`src/rtl/pinchg_pkg.sv`:
```
package pinchg_pkg;
  localparam int BYTE_W = 8;

  // next value of a pending flag: a fresh event beats any clear
  function automatic logic flag_next(logic cur, logic set, logic clr);
    return set | (cur & ~clr);
  endfunction

  // true when any selected pin saw a change
  function automatic logic any_selected(logic [BYTE_W-1:0] chg, logic [BYTE_W-1:0] sel);
    return |(chg & sel);
  endfunction
endpackage

```
`src/rtl/pinchg_sync.sv`:
```
module pinchg_sync #(
  parameter int W = 24
) (
  input  logic         clk_i,
  input  logic         rst_ni,
  input  logic [W-1:0] d_i,
  output logic [W-1:0] chg_o
);
  logic [W-1:0] meta_q, sync_q, prev_q;

  always_ff @(posedge clk_i or negedge rst_ni) begin
    if (!rst_ni) begin
      meta_q <= '0;
      sync_q <= '0;
      prev_q <= '0;
    end else begin
      meta_q <= d_i;
      sync_q <= meta_q;
      prev_q <= sync_q;
    end
  end

  assign chg_o = sync_q ^ prev_q;
endmodule

```
`src/rtl/pinchg_group.sv`:
```
module pinchg_group
  import pinchg_pkg::*;
#(
  parameter int               GW    = 8,
  parameter logic [GW-1:0]    VALID = '1
) (
  input  logic          clk_i,
  input  logic          rst_ni,
  input  logic [GW-1:0] chg_i,
  input  logic          mask_we_i,
  input  logic [GW-1:0] wdata_i,
  input  logic          clr_i,
  input  logic          ack_i,
  input  logic          en_i,
  input  logic          gie_i,
  output logic [GW-1:0] mask_o,
  output logic          hit_o,
  output logic          flag_o,
  output logic          irq_o
);
  logic [GW-1:0] mask_q;
  logic          flag_q;
  logic [BYTE_W-1:0] chg_w, mask_w;

  always_ff @(posedge clk_i or negedge rst_ni) begin
    if (!rst_ni)        mask_q <= '0;
    else if (mask_we_i) mask_q <= wdata_i & VALID;
  end

  assign chg_w  = BYTE_W'(chg_i);
  assign mask_w = BYTE_W'(mask_q);
  assign hit_o  = any_selected(chg_w, mask_w);

  always_ff @(posedge clk_i or negedge rst_ni) begin
    if (!rst_ni) flag_q <= 1'b0;
    else         flag_q <= flag_next(flag_q, hit_o, clr_i | ack_i);
  end

  assign mask_o = mask_q;
  assign flag_o = flag_q;
  assign irq_o  = flag_q & en_i & gie_i;
endmodule

```
`src/rtl/pinchg_irq.sv`:
```
module pinchg_irq #(
  parameter int                NGRP       = 3,
  parameter int                GW         = 8,
  parameter int                AW         = 8,
  parameter logic [NGRP*GW-1:0] VALID_MASK = 24'hFF7FFF,
  parameter logic [AW-1:0]     ADDR_CTRL  = 8'h68,
  parameter logic [AW-1:0]     ADDR_FLAG  = 8'h3B,
  parameter logic [AW-1:0]     ADDR_MASK0 = 8'h6B
) (
  input  logic                 clk_i,
  input  logic                 rst_ni,
  input  logic [NGRP*GW-1:0]   pins_i,
  input  logic [AW-1:0]        addr_i,
  input  logic                 wr_i,
  input  logic [7:0]           wdata_i,
  output logic [7:0]           rdata_o,
  input  logic                 gie_i,
  input  logic [NGRP-1:0]      ack_i,
  output logic [NGRP-1:0]      irq_o
);
  localparam int NPIN = NGRP * GW;

  logic [NPIN-1:0]         pin_chg;
  logic [NGRP-1:0]         en_q;
  logic [NGRP-1:0]         flag_clr;
  logic [NGRP-1:0]         grp_hit;
  logic [NGRP-1:0]         grp_flag;
  logic [NGRP-1:0][GW-1:0] grp_mask;

  pinchg_sync #(.W(NPIN)) u_sync (
    .clk_i (clk_i),
    .rst_ni(rst_ni),
    .d_i   (pins_i),
    .chg_o (pin_chg)
  );

  always_ff @(posedge clk_i or negedge rst_ni) begin
    if (!rst_ni)                         en_q <= '0;
    else if (wr_i && addr_i == ADDR_CTRL) en_q <= wdata_i[NGRP-1:0];
  end

  assign flag_clr = (wr_i && addr_i == ADDR_FLAG) ? wdata_i[NGRP-1:0] : '0;

  for (genvar g = 0; g < NGRP; g++) begin : g_grp
    localparam logic [AW-1:0] MADDR = ADDR_MASK0 + AW'(g);
    pinchg_group #(
      .GW   (GW),
      .VALID(VALID_MASK[g*GW +: GW])
    ) u_grp (
      .clk_i    (clk_i),
      .rst_ni   (rst_ni),
      .chg_i    (pin_chg[g*GW +: GW]),
      .mask_we_i(wr_i && addr_i == MADDR),
      .wdata_i  (wdata_i[GW-1:0]),
      .clr_i    (flag_clr[g]),
      .ack_i    (ack_i[g]),
      .en_i     (en_q[g]),
      .gie_i    (gie_i),
      .mask_o   (grp_mask[g]),
      .hit_o    (grp_hit[g]),
      .flag_o   (grp_flag[g]),
      .irq_o    (irq_o[g])
    );
  end

  always_comb begin
    rdata_o = '0;
    if (addr_i == ADDR_CTRL)      rdata_o[NGRP-1:0] = en_q;
    else if (addr_i == ADDR_FLAG) rdata_o[NGRP-1:0] = grp_flag;
    for (int g = 0; g < NGRP; g++) begin
      if (addr_i == ADDR_MASK0 + AW'(g)) rdata_o[GW-1:0] = grp_mask[g];
    end
  end
endmodule

```
`config.mk`:
```
export PLATFORM = sky130hd
export DESIGN_NAME = pinchg_irq
export DESIGN_NICKNAME = d
export VERILOG_FILES = /design/src/rtl/pinchg_pkg.sv /design/src/rtl/pinchg_sync.sv /design/src/rtl/pinchg_group.sv /design/src/rtl/pinchg_irq.sv
export SDC_FILE = /design/constraint.sdc
export NUM_CORES = 1
export LEC_CHECK = 0
export ABC_CLOCK_PERIOD_IN_PS = 1200
export BUFFER_PORTS_ARGS = -buffer_cell sky130_fd_sc_hd__buf_2
export CORE_MARGIN = 2
export CORE_UTILIZATION = 35
export CTS_BUF_LIST = sky130_fd_sc_hd__clkbuf_8
export DETAILED_ROUTE_END_ITERATION = 12
export PLACE_DENSITY_LB_ADDON = 0.25
export SLEW_MARGIN = 5
export SYNTH_ARGS = -nofsm -noshare
export SYNTH_HDL_FRONTEND = slang
export SYNTH_SLANG_ARGS = --single-unit
```
`constraint.sdc`:
```
create_clock -name clk_i -period 1.2 [get_ports clk_i]
set_input_delay 0.18 -clock clk_i [delete_from_list [all_inputs] [get_ports clk_i]]
set_output_delay 0.18 -clock clk_i [all_outputs]
set_load 0.02 [all_outputs]
```
==> results by group <==
STA
  – Max Slew Vio Count: 0
  – RSZ-0062 raised after global routing: true
  – Worst Tran Pin Value: 0.3494 ns
  – Max Fclk: 652.8 MHz
  – Period minus WS final: 1.532 ns
  – Clock Skews: 0.01063 ns
  – Relative slew slack: 0.7671
  – Final period util: 1.277
  – Final setup violating endpoints: 13
  – Setup slack after layout: -0.3318 ns
  – Sum of negative setup slack: -2.302 ns
  – Hold Vio Cnt, Final: 0

Route
  – Via count: 2,257
  – Number of remaining DRC errors: 0
  – Drt via density: 4.532
  – Wirelength per Cell: 14.32 microns
  – Final wirelength: 7.133 mm
  – DR pass1 iterations: 4
  – Initial DRC Count: 55
  – DRT antenna net count: 0

Power and ir drop
  – P_leak: 2.437 nW
  – Reg power frac: 0.580
  – Tot Pwr: 6.205 mW
  – Comb pwr share: 0.108
  – Switching share of power: 0.2387
  – Worst vdd ir: 553.6 uV
  – Pwr/cell area: 1220 nW/um^2
  – Int Pwr: 4.724 mW
  – Part of the power in the clock network: 0.311
  – Psw: 1.481 mW

Synthesis
  – List of most frequent post-synthesis cells: dfrtp_1 (98), xor2_1 (23), mux2_1 (16)
  – Async SR Flop Fraction: 1.000
  – Seq/Total Area, Yosys: 0.6791
  – Syn Std Cell Area: 3611 sq um
  – Syn Inst Count: 228
  – Syn Nets: 275
  – Avg Inst Size Synth: 15.84 sq um
  – Most common cell in the netlist: dfrtp_1
  – Synth Warn #: 0
  – Number of library cell types mapped by synthesis: 38
  – EDFF count, synth: 0
  – Synth top area share: 0.6791
  – Yosys reg bits: 98
  – Top FF cell, synth: dfrtp_1
  – Cells taking the most area after synthesis: dfrtp_1 (68%), xor2_1 (5.6%), mux2_1 (5.0%)
  – Yosys top cell by area: dfrtp_1

Worst hold path
  – Worst hold path class: in2reg
  – HP Start: wdata_i[7]
  – WHS Endpoint: g_grp[0].u_grp.mask_o[7]$_DFFE_PN0P_
  – Hold path depth: 2

Clock network
  – Clock Latency Late Sink: 0.36 ns
  – Root buf cell: clkbuf_8
  – Cts bufs inserted: 9
  – Clock slew at reported path FFs: 0.09 ns
  – Max Root-Sink Buffers: 2
  – CTS tree: done
  – Clock Sinks: 98
  – H-Tree Depth: 3

Floorplanning
  – Die width: 105.6 microns
  – Core area: 10,180 sq um
  – Die area: 11,150 sq um
  – # IOs: 58
  – Die Height: 105.6 microns
  – Initial Utilization: 0.3545
  – # rows: 37

Finish
  – # nets final: 404
  – Register area: 2452 sq um
  – Non-Filler Instances: 498
  – Layout cells sized above 1: 0.4392
  – # diodes: 0
  – Final Util: 0.4994
  – Multi-input gate area: 1280 sq um
  – P&R area growth vs syn: 40.85%
  – Number of filler cells placed in the layout: 935

Global route
  – GRT Util Overall: 0.1400
  – Vias in the first global route: 2,346
  – Initial antenna violation count: 0
  – First-pass GRT wire length: 11.84 mm
  – Largest net degree at the start of global routing: 34
  – Grt ovf: 0

Critical path
  – CP arrival: 1.35 ns
  – R2R depth: 5
  – Worst r2r src: g_grp[2].u_grp.mask_o[5]$_DFFE_PN0P_
  – Crit. End Element: output pin
  – Worst reg2reg setup slack: -0.09 ns
  – Critical Path Fanout Max: 3
  – Worst Path Required: 1.02 ns
  – Startpoint class of the critical path: register
  – Setup CP Type: reg2out
  – RR Endpoint: g_grp[2].u_grp.flag_o$_DFF_PN0_

Place
  – DP Worst Slack: -0.3121 ns
  – Post-DP HPWL: 4.977 mm
  – Gpl congestion: 0.8152
  – Placed insts: 444
  – Count of input and output buffers: 56

Run status
  – Failing checks: negative setup slack
  – Outcome: complete, but fails checks

Flow run
  – Max cap viols: 0
-- cells in the final DEF, fill, tap and decap left out, types with 2 or more instances in the layout --
cell,netlist,routed
nor3b_2,0,2
mux2_2,2,2
nand2_1,8,7
nor2b_1,2,2
buf_12,0,4
buf_6,0,17
nand4_4,2,2
o21ai_2,0,4
o22ai_4,0,2
buf_4,3,34
a22oi_1,10,6
buf_2,2,44
nand3b_4,2,2
dlygate4sd3_1,0,24
a22o_1,2,2
o21ai_1,5,2
mux2i_1,6,3
a221oi_2,0,2
mux2_4,8,8
clkbuf_8,0,11
dfrtp_1,98,98
a21o_1,3,3
mux2_1,16,16
xor2_1,23,23
inv_1,3,4
clkinv_2,0,2
mux2i_2,0,2
nand4_1,3,3
a211o_1,3,3
and3_4,0,2
nor4_2,0,2
a22oi_2,0,4
-- sequential cells by signal, indices dropped and copies added (netlist names) --
name / cells
u_sync.prev_q: 23
u_sync.sync_q: 23
g_grp.u_grp.flag_o: 3
g_grp.u_grp.mask_o: 23
u_sync.meta_q: 23
en_q: 3
-- cells by family (layout without fill, tap and decap cells) --
| logic type | after synthesis | in the layout | synth area share |
|---|---|---|---|
| xor+xnor | 23 | 23 | 0.05579 |
| mux | 32 | 32 | 0.1060 |
| compound gates | 31 | 31 | 0.06203 |
| simple gates | 35 | 35 | 0.08385 |
| buf+inv | 9 | 143 | 0.01317 |
| flops | 98 | 98 | 0.6791 |
-- timing repair --
action                                 in CTS  in global routing
resized for setup                          42                  6
pin swaps                                  14                  9
setup endpoints to repair                  14                 16
endpoints found under the hold margin      70                  0
buffers inserted                           10                  6
hold buffers                               24                  0
-- power groups by stage --
stage	logic, mW	registers, mW	clock network (mW)
floorplan	0.232	3.63	0
global placement	0.523	3.66	0
finish	0.672	3.60	1.93
CTS	0.669	3.60	2.00
detailed placement	0.528	3.67	0
global route	0.745	3.63	2.12
-- critical path, cell delays in order (launching register included) --
cell     delay [ns]
dfrtp_1        0.41
a21o_1         0.17
a22oi_2        0.17
o22ai_4        0.11
buf_6          0.14
-- through the flow --
stage	hold slack, ns	instance area, sq um
2_1_floorplan	-0.1156	3681
4_1_cts	0.04812	5025
3_3_place_gp	0.08790	4369
3_5_place_dp	0.09095	4369
6_report	0.06376	5086
5_1_grt	0.05485	5086
-- layer usage --
metal	up-vias	wire [microns]	track usage	share of wire
met5	-	0	0	0
met4	0	116	0.05639	0.016
met3	9	303	0.03587	0.042
met2	51	3379	0.2152	0.47
met1	1128	3334	0.1902	0.47
li1	1069	-	-	-
-- worst max-delay path by stage --
stage | startpoint | endpoint | slack, ns | cells past startpoint
2_1_floorplan | addr_i[7] | g_grp[2].u_grp.mask_o[0]$_DFFE_PN0P_ | -0.06 | 4
3_3_place_gp | addr_i[4] | rdata_o[0] | -0.29 | 6
3_5_place_dp | addr_i[4] | rdata_o[0] | -0.31 | 6
4_1_cts | g_grp[0].u_grp.mask_o[2]$_DFFE_PN0P_ | rdata_o[2] | -0.39 | 4
5_1_grt | g_grp[2].u_grp.mask_o[0]$_DFFE_PN0P_ | rdata_o[0] | -0.43 | 5
6_report | g_grp[2].u_grp.flag_o$_DFF_PN0_ | rdata_o[2] | -0.33 | 4
-- area by class of cell --
class | instances | share of cell area
sequential | 98 | 0.4822
tap | 136 | 0.03346
clock inverter | 5 | 0.005904
multi-input combinational | 121 | 0.2517
inverter | 4 | 0.002952
clock buffer | 11 | 0.02977
timing repair buffer | 123 | 0.1941
Note: power is estimated with default switching activity, not from simulation.
